===== src/rtl/pfc_pkg.sv =====
package pfc_pkg;

  typedef enum logic [1:0] {
    FMT_RGB   = 2'd0,
    FMT_YC444 = 2'd1,
    FMT_YC422 = 2'd2,
    FMT_YC420 = 2'd3
  } pix_fmt_e;

  // word indices (byte address / 8)
  localparam int IDX_CTRL    = 0;
  localparam int IDX_FMT_IN  = 2;
  localparam int IDX_FMT_OUT = 3;
  localparam int IDX_WIDTH   = 4;
  localparam int IDX_HEIGHT  = 5;
  localparam int IDX_COEF0   = 10;
  localparam int IDX_OFS0    = 19;
  localparam int IDX_CLAMP   = 22;
  localparam int IDX_CLIP    = 23;

  // control word bit positions
  localparam int CB_START = 0;
  localparam int CB_DONE  = 1;
  localparam int CB_IDLE  = 2;
  localparam int CB_AUTO  = 7;

  function automatic logic in_span(input int unsigned v, input int unsigned lo,
                                   input int unsigned hi);
    return (v >= lo) && (v <= hi);
  endfunction

  function automatic logic is_last_pixel(input int unsigned col, input int unsigned row,
                                         input int unsigned w, input int unsigned h);
    return (col + 1 == w) && (row + 1 == h);
  endfunction

endpackage


===== src/rtl/pfc_regfile.sv =====
module pfc_regfile
  import pfc_pkg::*;
#(
  parameter int ADDR_W    = 8,
  parameter int DATA_W    = 32,
  parameter int WID_W     = 14,
  parameter int HGT_W     = 13,
  parameter int COEF_W    = 16,
  parameter int COEF_FRAC = 12,
  parameter int OFS_W     = 16,
  parameter int PIX_W     = 10
) (
  input  logic                  clk,
  input  logic                  rst_n,
  input  logic                  wr,
  input  logic                  rd,
  input  logic [ADDR_W-1:0]     addr,
  input  logic [DATA_W-1:0]     wdata,
  output logic [DATA_W-1:0]     rdata,
  input  logic                  active,
  input  logic                  done,
  output logic [1:0]            fmt_in,
  output logic [1:0]            fmt_out,
  output logic [WID_W-1:0]      width,
  output logic [HGT_W-1:0]      height,
  output logic [9*COEF_W-1:0]   coef,
  output logic [3*OFS_W-1:0]    offs,
  output logic [PIX_W-1:0]      clamp_min,
  output logic [PIX_W-1:0]      clip_max,
  output logic                  auto_rs,
  output logic                  start_wr
);
  localparam int IDX_W = ADDR_W - 3;
  localparam logic [COEF_W-1:0] COEF_ONE = COEF_W'(1) << COEF_FRAC;

  int widx;
  assign widx = (addr[2:0] == 3'b000) ? int'(32'(addr[ADDR_W-1:3])) : -1;

  logic [COEF_W-1:0] coef_q [9];
  logic [OFS_W-1:0]  ofs_q  [3];
  logic [DATA_W-1:0] rd_val;

  assign start_wr = wr && (widx == IDX_CTRL) && wdata[CB_START];

  always_ff @(posedge clk) begin
    if (!rst_n) begin
      fmt_in    <= FMT_YC422;
      fmt_out   <= FMT_YC422;
      width     <= '0;
      height    <= '0;
      clamp_min <= '0;
      clip_max  <= '1;
      auto_rs   <= 1'b0;
    end else if (wr) begin
      if (widx == IDX_CTRL)    auto_rs   <= wdata[CB_AUTO];
      if (widx == IDX_FMT_IN)  fmt_in    <= wdata[1:0];
      if (widx == IDX_FMT_OUT) fmt_out   <= wdata[1:0];
      if (widx == IDX_WIDTH)   width     <= wdata[WID_W-1:0];
      if (widx == IDX_HEIGHT)  height    <= wdata[HGT_W-1:0];
      if (widx == IDX_CLAMP)   clamp_min <= wdata[PIX_W-1:0];
      if (widx == IDX_CLIP)    clip_max  <= wdata[PIX_W-1:0];
    end
  end

  for (genvar k = 0; k < 9; k++) begin : g_coef
    localparam logic [COEF_W-1:0] RST_V = (k % 4 == 0) ? COEF_ONE : '0;
    always_ff @(posedge clk) begin
      if (!rst_n)                           coef_q[k] <= RST_V;
      else if (wr && widx == IDX_COEF0 + k) coef_q[k] <= wdata[COEF_W-1:0];
    end
    assign coef[k*COEF_W +: COEF_W] = coef_q[k];
  end

  for (genvar c = 0; c < 3; c++) begin : g_ofs
    always_ff @(posedge clk) begin
      if (!rst_n)                          ofs_q[c] <= '0;
      else if (wr && widx == IDX_OFS0 + c) ofs_q[c] <= wdata[OFS_W-1:0];
    end
    assign offs[c*OFS_W +: OFS_W] = ofs_q[c];
  end

  always_comb begin
    rd_val = '0;
    if (widx == IDX_CTRL) begin
      rd_val[CB_START] = active;
      rd_val[CB_DONE]  = done;
      rd_val[CB_IDLE]  = !active;
      rd_val[CB_AUTO]  = auto_rs;
    end
    if (widx == IDX_FMT_IN)  rd_val = DATA_W'(fmt_in);
    if (widx == IDX_FMT_OUT) rd_val = DATA_W'(fmt_out);
    if (widx == IDX_WIDTH)   rd_val = DATA_W'(width);
    if (widx == IDX_HEIGHT)  rd_val = DATA_W'(height);
    if (widx == IDX_CLAMP)   rd_val = DATA_W'(clamp_min);
    if (widx == IDX_CLIP)    rd_val = DATA_W'(clip_max);
    for (int k = 0; k < 9; k++)
      if (widx == IDX_COEF0 + k) rd_val = DATA_W'(coef_q[k]);
    for (int c = 0; c < 3; c++)
      if (widx == IDX_OFS0 + c) rd_val = DATA_W'(ofs_q[c]);
  end

  always_ff @(posedge clk) begin
    if (!rst_n)  rdata <= '0;
    else if (rd) rdata <= rd_val;
    else         rdata <= '0;
  end

endmodule


===== src/rtl/pfc_seq.sv =====
module pfc_seq
  import pfc_pkg::*;
#(
  parameter int WID_W = 14,
  parameter int HGT_W = 13
) (
  input  logic             clk,
  input  logic             rst_n,
  input  logic             start_wr,
  input  logic             auto_rs,
  input  logic             cfg_ok,
  input  logic             pix_accept,
  input  logic [WID_W-1:0] sh_w,
  input  logic [HGT_W-1:0] sh_h,
  output logic             active,
  output logic             done,
  output logic             launch
);
  logic [WID_W-1:0] col;
  logic [HGT_W-1:0] row;
  logic             last_hit;

  assign launch   = !active && cfg_ok && (start_wr || (done && auto_rs));
  assign last_hit = active && pix_accept &&
                    is_last_pixel(32'(col), 32'(row), 32'(sh_w), 32'(sh_h));

  always_ff @(posedge clk) begin
    if (!rst_n) begin
      active <= 1'b0;
      done   <= 1'b0;
      col    <= '0;
      row    <= '0;
    end else begin
      done <= last_hit;
      if (launch) begin
        active <= 1'b1;
        col    <= '0;
        row    <= '0;
      end else if (last_hit) begin
        active <= 1'b0;
      end else if (active && pix_accept) begin
        if (32'(col) + 1 == 32'(sh_w)) begin
          col <= '0;
          row <= row + 1'b1;
        end else begin
          col <= col + 1'b1;
        end
      end
    end
  end

endmodule


===== src/rtl/pfc_shadow.sv =====
module pfc_shadow
  import pfc_pkg::*;
#(
  parameter int WID_W     = 14,
  parameter int HGT_W     = 13,
  parameter int COEF_W    = 16,
  parameter int COEF_FRAC = 12
) (
  input  logic                clk,
  input  logic                rst_n,
  input  logic                load,
  input  logic [1:0]          fmt_in_d,
  input  logic [1:0]          fmt_out_d,
  input  logic [WID_W-1:0]    width_d,
  input  logic [HGT_W-1:0]    height_d,
  input  logic [9*COEF_W-1:0] coef_d,
  output logic [1:0]          fmt_in_q,
  output logic [1:0]          fmt_out_q,
  output logic [WID_W-1:0]    width_q,
  output logic [HGT_W-1:0]    height_q,
  output logic [9*COEF_W-1:0] coef_q
);
  localparam logic [COEF_W-1:0] COEF_ONE = COEF_W'(1) << COEF_FRAC;

  always_ff @(posedge clk) begin
    if (!rst_n) begin
      fmt_in_q  <= FMT_YC422;
      fmt_out_q <= FMT_YC422;
      width_q   <= '0;
      height_q  <= '0;
    end else if (load) begin
      fmt_in_q  <= fmt_in_d;
      fmt_out_q <= fmt_out_d;
      width_q   <= width_d;
      height_q  <= height_d;
    end
  end

  for (genvar k = 0; k < 9; k++) begin : g_sh
    localparam logic [COEF_W-1:0] RST_V = (k % 4 == 0) ? COEF_ONE : '0;
    always_ff @(posedge clk) begin
      if (!rst_n)    coef_q[k*COEF_W +: COEF_W] <= RST_V;
      else if (load) coef_q[k*COEF_W +: COEF_W] <= coef_d[k*COEF_W +: COEF_W];
    end
  end

endmodule


===== src/rtl/pixel_frame_ctl.sv =====
module pixel_frame_ctl
  import pfc_pkg::*;
#(
  parameter int ADDR_W    = 8,
  parameter int DATA_W    = 32,
  parameter int WID_W     = 14,
  parameter int HGT_W     = 13,
  parameter int COEF_W    = 16,
  parameter int COEF_FRAC = 12,
  parameter int OFS_W     = 16,
  parameter int PIX_W     = 10,
  parameter int MIN_W     = 64,
  parameter int MAX_W     = 8192,
  parameter int MIN_H     = 64,
  parameter int MAX_H     = 4320
) (
  input  logic                clk,
  input  logic                rst_n,
  input  logic                reg_wr,
  input  logic                reg_rd,
  input  logic [ADDR_W-1:0]   reg_addr,
  input  logic [DATA_W-1:0]   reg_wdata,
  output logic [DATA_W-1:0]   reg_rdata,
  input  logic                pix_accept,
  output logic                frame_en,
  output logic                frame_done,
  output logic [1:0]          cfg_fmt_in,
  output logic [1:0]          cfg_fmt_out,
  output logic [WID_W-1:0]    cfg_width,
  output logic [HGT_W-1:0]    cfg_height,
  output logic [9*COEF_W-1:0] cfg_coef,
  output logic [3*OFS_W-1:0]  cfg_offset,
  output logic [PIX_W-1:0]    cfg_clamp_min,
  output logic [PIX_W-1:0]    cfg_clip_max
);
  logic [1:0]          live_fmt_in, live_fmt_out;
  logic [WID_W-1:0]    live_width;
  logic [HGT_W-1:0]    live_height;
  logic [9*COEF_W-1:0] live_coef;
  logic                auto_rs, start_wr, launch, cfg_ok;

  assign cfg_ok = in_span(32'(live_width), MIN_W, MAX_W) &&
                  in_span(32'(live_height), MIN_H, MAX_H);

  pfc_regfile #(
    .ADDR_W(ADDR_W), .DATA_W(DATA_W), .WID_W(WID_W), .HGT_W(HGT_W),
    .COEF_W(COEF_W), .COEF_FRAC(COEF_FRAC), .OFS_W(OFS_W), .PIX_W(PIX_W)
  ) u_regs (
    .clk(clk), .rst_n(rst_n), .wr(reg_wr), .rd(reg_rd), .addr(reg_addr),
    .wdata(reg_wdata), .rdata(reg_rdata), .active(frame_en), .done(frame_done),
    .fmt_in(live_fmt_in), .fmt_out(live_fmt_out), .width(live_width),
    .height(live_height), .coef(live_coef), .offs(cfg_offset),
    .clamp_min(cfg_clamp_min), .clip_max(cfg_clip_max),
    .auto_rs(auto_rs), .start_wr(start_wr)
  );

  pfc_seq #(.WID_W(WID_W), .HGT_W(HGT_W)) u_seq (
    .clk(clk), .rst_n(rst_n), .start_wr(start_wr), .auto_rs(auto_rs),
    .cfg_ok(cfg_ok), .pix_accept(pix_accept), .sh_w(cfg_width), .sh_h(cfg_height),
    .active(frame_en), .done(frame_done), .launch(launch)
  );

  pfc_shadow #(
    .WID_W(WID_W), .HGT_W(HGT_W), .COEF_W(COEF_W), .COEF_FRAC(COEF_FRAC)
  ) u_shadow (
    .clk(clk), .rst_n(rst_n), .load(launch),
    .fmt_in_d(live_fmt_in), .fmt_out_d(live_fmt_out), .width_d(live_width),
    .height_d(live_height), .coef_d(live_coef),
    .fmt_in_q(cfg_fmt_in), .fmt_out_q(cfg_fmt_out), .width_q(cfg_width),
    .height_q(cfg_height), .coef_q(cfg_coef)
  );

endmodule


===== config.mk =====
export PLATFORM = sky130hd
export DESIGN_NAME = pixel_frame_ctl
export DESIGN_NICKNAME = d
export VERILOG_FILES = /design/src/rtl/pfc_pkg.sv /design/src/rtl/pfc_regfile.sv /design/src/rtl/pfc_seq.sv /design/src/rtl/pfc_shadow.sv /design/src/rtl/pixel_frame_ctl.sv
export SDC_FILE = /design/constraint.sdc
export NUM_CORES = 1
export LEC_CHECK = 0
export BUFFER_PORTS_ARGS = -buffer_cell sky130_fd_sc_hd__clkbuf_2
export CAP_MARGIN = 20
export CORE_MARGIN = 1.5
export CORE_UTILIZATION = 46
export DETAILED_ROUTE_END_ITERATION = 12
export PLACE_DENSITY_LB_ADDON = 0.1
export SETUP_SLACK_MARGIN = 0.15
export SYNTH_ARGS = -nofsm -noshare
export SYNTH_HDL_FRONTEND = slang
export SYNTH_SLANG_ARGS = --single-unit

===== constraint.sdc =====
create_clock -name clk -period 8.3 [get_ports clk]
set_clock_uncertainty 0.15 [all_clocks]
set_input_delay 0.415 -clock clk [delete_from_list [all_inputs] [get_ports clk]]
set_output_delay 0.415 -clock clk [all_outputs]
set_load 0.02 [all_outputs]

Word level (Yosys, flattened, before mapping)
Memories as Yosys holds them, arrays and structs flattened.
Index checks and enable logic that the tools add are counted.
W data, S select, Z words.
{"block": "word_totals", "input_bits": 45, "output_inout_bits": 277, "ramBits": 192, "memories": 2, "elab_cells": 184, "ff_bits": 288}
{"memory": "u_regs.coef_q", "words": 9, "word_bits": 16, "rd": 9, "rd_ports_with_merged_regs": 0, "wr": 9, "line": "pfc_regfile.sv:39", "text": "logic [COEF_W-1:0] coef_q [9];"}
{"memory": "u_regs.ofs_q", "words": 3, "word_bits": 16, "rd": 3, "rd_ports_with_merged_regs": 0, "wr": 3, "line": "pfc_regfile.sv:40", "text": "logic [OFS_W-1:0] ofs_q [3];"}
{"block": "classes", "muxes": 73, "n_lt_le_gt_ge": 4, "addsub": 4, "reduce_logical": 40, "n_eq_ne": 20, "bitwise": 15}
{"op": "$mux W16", "n": 24}
{"op": "$eq A32 B6 Y1 const B", "n": 8}
{"op": "$eq A32 B5 Y1 const B", "n": 6}
{"op": "$mux W14", "n": 5}
{"op": "$eq A32 B3 Y1 const B", "n": 2}
{"op": "$eq A32 B4 Y1 const B", "n": 2}
{"op": "$mux W1", "n": 40}
{"op": "$eq A32 B13 Y1", "n": 1}
{"op": "$eq A32 B14 Y1", "n": 1}
{"op": "$logic_not A32 Y1", "n": 1}
{"op": "$mux W32", "n": 1}
{"op": "$logic_and A1 B1 Y1", "n": 23}
{"op": "$reduce_or A19 Y1", "n": 1}
{"op": "$reduce_and A2 Y1", "n": 9}
{"op": "$mux W8", "n": 2}
{"op": "$add A14 B1 Y15 const B", "n": 1}
{"op": "$add A13 B1 Y14 const B", "n": 1}
{"op": "$add A14 B1 Y14 const B", "n": 1}
{"op": "$ge A14 B7 Y1 const B", "n": 1}
{"op": "$le A14 B14 Y1 const B", "n": 1}
{"op": "$add A13 B1 Y13 const B", "n": 1}
{"op": "$ge A13 B7 Y1 const B", "n": 1}
{"op": "$le A13 B13 Y1 const B", "n": 1}
{"op": "$or A1 B1 Y1", "n": 12}
{"op": "8 further kinds", "n": 10}

Longest topological paths before layout
{"block": "logic_depth", "word_depth": 22, "mapped_depth": 12, "ltp_nobuf": 8}

Modules after synthesis
Synthesis repeated with hierarchy kept, for this count alone.
{"block": "unflattened", "hier_cells": 2078, "area_unflattened_um2": 21881.0}
{"module": "pfc_regfile", "seq_area_each_um2": 7126.8, "cells_per_inst": 1146, "instances": 1, "area_each_um2": 12370.6}
{"module": "pfc_shadow", "seq_area_each_um2": 3503.4, "cells_per_inst": 564, "instances": 1, "area_each_um2": 6717.7}
{"module": "pfc_seq", "seq_area_each_um2": 580.6, "cells_per_inst": 356, "instances": 1, "area_each_um2": 2682.6}
{"module": "pixel_frame_ctl", "seq_area_each_um2": 0.0, "cells_per_inst": 12, "instances": 1, "area_each_um2": 110.1}

Worst setup path after synthesis
No wires, ideal clock.
{"block": "synth_timing", "kind": "input -> register", "startpoint": "input reg_addr[3]", "endpoint": "memory u_regs.ofs_q[2][0] (enable)", "n_path_buf": 3, "slack_ns": 4.745, "arrival_ns": 2.994, "setup_ns": 0.411, "required_time_ns": 7.739, "stages": 7, "cell_sequence": "clkbuf_1 > buf_1 > inv_1 > nor2_1 > nand2_1 > clkbuf_1 > o21ai_0"}
{"element": "from (decl)", "line": "pixel_frame_ctl.sv:21", "text": "input logic [ADDR_W-1:0] reg_addr,"}
{"element": "to (decl)", "line": "pfc_regfile.sv:40"}

Worst setup path after layout
{"block": "layout_timing", "startpoint": "input reg_addr[3]", "endpoint": "register u_shadow.coef_q[16], read port of u_regs.coef_q"}
{"block": "layout_via", "elab_chain_cells": 6}
{"element": "$mux W32", "line": "pfc_regfile.sv:37", "text": "assign widx = (addr[2:0] == 3'b000) ? int'(32'(addr[ADDR_W-1:3])) : -1;"}
{"element": "$logic_not A32 Y1", "line": "pfc_regfile.sv:43", "text": "assign start_wr = wr && (widx == IDX_CTRL) && wdata[CB_START];"}
{"element": "$logic_and A1 B1 Y1 (2 in a row)", "line": "pfc_regfile.sv:43"}
{"element": "$logic_or A1 B1 Y1", "line": "pfc_seq.sv:23", "text": "assign launch = !active && cfg_ok && (start_wr || (done && auto_rs));"}
{"element": "$logic_and A1 B1 Y1", "line": "pfc_seq.sv:23"}
{"element": "to (decl)", "line": "pfc_shadow.sv:21", "text": "output logic [9*COEF_W-1:0] coef_q"}
Every way passes these cells.
A chain may end at the register's enable or synchronous reset.

==> flow_metrics.env <==
export IMPL_layout_common_cells="500 x nand2_1, 289 x clkbuf_2, 272 x dfxtp_1, 257 x a21oi_1, 192 x edfxtp_1"
export IMPL_r2r_slack_ns=4.40
export IMPL_vias=18000
export IMPL_crit_path_end_kind="flip-flop"
export IMPL_crit_path_max_incr_delay_ns=0.79
export IMPL_cpMaxStageDelayCell="buf_4"
export IMPL_clockBufferDepth=3
export IMPL_path_class="in -> reg"
export IMPL_place_port_buffers=289
export IMPL_multi_input_area_sq_um=8300
export IMPL_fillers=3980
export IMPL_layout_drive_gt1_share=0.184
export IMPL_peakVddDrop_mv=0.188
export IMPL_synth_async_sr_flop_share=0
export IMPL_insertion_delay_ns=0.60
export IMPL_setup_viol=0
export IMPL_cts_resized_gates=0
export IMPL_crit_required_ns=8.65
export IMPL_post_drt_wl_per_cell_microns=24.7
export IMPL_synth_compound_area_frac=0.148
export IMPL_final_cell_area_sq_um=23800
export IMPL_slew_headroom=0.273
export IMPL_hold_viol_final=0
export IMPL_cap_violations=0
export IMPL_cts_clk_slew_worst_paths_ns=0.06
export IMPL_fmax_mhz=255
export IMPL_timing_critical_path_from_type="primary input"
export IMPL_grt_pass1_wl_microns=109000
export IMPL_die_area_sq_um=45500
export IMPL_cts_tree="done"
export IMPL_crit_start="reg_addr[3]"
export IMPL_place_hpwl_microns=51300
export IMPL_outcome="complete, no violations"
export IMPL_rr_worst_depth=8
export IMPL_antenna_found_initial=8
export IMPL_dp_cells=2909
export IMPL_setup_ws_ns=4.39
export IMPL_die_w_microns=213
export IMPL_synth_top_family_by_area="simple AND/OR/NAND/NOR gates"
export IMPL_syn_cell_area_sq_um=20400
export IMPL_die_y_microns=213
export IMPL_std_cell_rows=76
export IMPL_setup_tns_final_ns=0
export IMPL_route_detailed_drc=0
export IMPL_instances_no_fill=3009
export IMPL_cts_max_level=2
export IMPL_timing_rr_start="u_regs.width[9]"
export IMPL_synth_edf_count=192
export IMPL_dr_pass1_iters=8
export IMPL_cellPowerDensity_nw_per_um2=207
export IMPL_period_minus_slack_ns=3.91
export IMPL_drt_iter0_drc=2072
export IMPL_start_util=0.470
export IMPL_cp_common_cell="buf_4"
export IMPL_whs_ns=0.124
export IMPL_synthSimpleGateAreaFrac=0.226
export IMPL_synth_fa_ha_area_frac=0.00123
export IMPL_grt_setup_unrepaired="no"
export IMPL_cts_sinks=464
export IMPL_grtUsageTotal=0.323
export IMPL_report_final_slew_viol_count=0
export IMPL_io_pins=322
export IMPL_place_area_sq_um=22000
export IMPL_yosysSeqAreaShare=0.551
export IMPL_synth_xor_area_frac=0.0129
export IMPL_synth_cells=2193
export IMPL_wirelength_microns=74300
export IMPL_hold_class="in -> reg"
export IMPL_regArea_sq_um=11200
export IMPL_grt_max_degree=176
export IMPL_muxShareOfSynthArea=0.0146
export IMPL_layout_commonest_cell="nand2_1"
export IMPL_tightest_slew_ns=1.08
export IMPL_crit_end="u_shadow.coef_q[16]"
export IMPL_ys_types=76
export IMPL_path_max_fanout=91
export IMPL_path_cells="clkbuf_2 > buf_4 > nor2_1 > nand4_1 > a221o_1 > or2_4 > buf_4 > buf_4 > nand2_1 > a21oi_1"
export IMPL_avgViaCountPerCell=5.98
export IMPL_ant_nets=0
export IMPL_gp_congestion=0.921
export IMPL_num_nets_final=2426
export IMPL_path_depth=10
export IMPL_avgSynthCellArea_sq_um=9.29
export IMPL_yosysWarnings=0
export IMPL_syn_to_final_growth_pct=16.7
export IMPL_utilization=0.548
export IMPL_core_area_sq_um=43400
export IMPL_grt_ovfl_total=0
export IMPL_clockRootBuffer="clkbuf_16"
export IMPL_post_place_ws_ns=3.89
export IMPL_leakage_nw=9.37
export IMPL_period_share=0.472
export IMPL_p_total_mw=4.91
export IMPL_reg2reg_to="u_shadow.coef_q[16]"
export IMPL_ys_ff_latch=464
export IMPL_cp_buffers_inverters=4
export IMPL_critPathArrivalTime_ns=4.27
export IMPL_synth_ff_type="dfxtp_1"
export IMPL_numCtsBuffers=49
export IMPL_grt_pass1_vias=16700
export IMPL_cp_top_family="buffers and inverters"
[final cells by class]
class                           instances  area share
Clock inverter                         18     0.00516
Multi-Input combinational cell       1520       0.350
Timing Repair Buffer                  330      0.0754
Tap cell                              585      0.0308
Antenna cell                            4    0.000421
Clock buffer                           74      0.0643
Sequential cell                       464       0.472
Inverter                               14     0.00242
[cells in the mapped netlist, types with 10 or more instances]
library cell	count	area (sq um)
buf_4	20	150
or4_1	17	128
a21oi_1	257	1290
o221ai_1	19	166
nand3_1	45	225
buf_2	11	55.1
a221oi_1	10	87.6
xor2_1	10	87.6
nor2_1	60	225
o21ai_0	58	290
a31oi_1	11	68.8
nor3_1	42	210
dfxtp_1	272	5450
a21o_1	14	105
mux2i_1	15	150
nand2_1	500	1880
o22ai_1	17	106
clkbuf_1	168	631
xnor2_1	20	175
nand4_1	13	81.3
a22oi_1	18	135
edfxtp_1	192	5770
nor4_1	16	100
o211ai_1	14	105
and3_1	185	1160
inv_1	14	52.6
and2_1	24	150
[cells by family (layout without fill, tap and decap cells)]
| logic type | after synthesis | in the layout |
|---|---|---|
| xor gates and xnor gates | 30 | 30 |
| muxes | 24 | 24 |
| buffers and inverters | 224 | 436 |
| DFF | 464 | 464 |
| and+or+nand+nor | 957 | 957 |
| other | 1 | 20 |
| adders and majority gates | 2 | 2 |
| AOI/OAI and AO/OA | 491 | 491 |
[registers in the layout (all words and copies together) (netlist names)]
signal,cells
u_regs.auto_rs,1
u_regs.clamp_min,10
u_regs.clip_max,10
u_regs.coef_q,144
u_regs.fmt_in,2
u_regs.fmt_out,2
u_regs.height,13
u_regs.ofs_q,48
u_regs.rdata,16
u_regs.width,14
u_seq.active,1
u_seq.col,14
u_seq.done,1
u_seq.row,13
u_shadow.coef_q,144
u_shadow.fmt_in_q,2
u_shadow.fmt_out_q,2
u_shadow.height_q,13
u_shadow.width_q,14
[what timing repair did]
action,CTS,global route
hold buffers,2,0
endpoints found under the setup margin,0,0
hold endpoints to repair,2,0
setup buffers,0,0
[power breakdown]
group	switching, mW	leakage (nW)	internal (mW)	total (mW)
clock network	0.927	0.821	1.30	2.23
registers	0.0510	4.02	2.42	2.47
logic	0.168	4.53	0.0408	0.209
[how the worst min path moves through the flow]
stage / from / end / depth (start not counted)
after floorplan: u_regs.fmt_in[0] / u_shadow.fmt_in_q[0] / 2
after global placement: u_shadow.coef_q[49] / u_shadow.coef_q[49] / 2
after detailed placement: u_shadow.coef_q[49] / u_shadow.coef_q[49] / 2
after CTS: rst_n / u_regs.height[10] / 3
after global routing: rst_n / u_regs.height[10] / 3
final: rst_n / u_shadow.height_q[4] / 3
[worst reg2reg max path, cell delays in order (launching register included)]
cell and delay, ns:
dfxtp_1 0.34, nor4_1 0.50, a21oi_1 0.17, o221ai_1 0.35, or2_4 0.42, buf_4 0.80, buf_4 0.75, nand2_1 0.18
a21oi_1 0.17
[metal layers]
layer / part of all wire / vias up / routed length, microns / GRT usage
li1: - / 8200 / - / -
met1: 0.42 / 8781 / 31000 / 0.453
met2: 0.44 / 890 / 33000 / 0.488
met3: 0.11 / 128 / 8020 / 0.0822
met4: 0.030 / 4 / 2210 / 0.106
met5: 0.00036 / - / 27 / 0
Note: power is estimated with default switching activity, not from simulation.
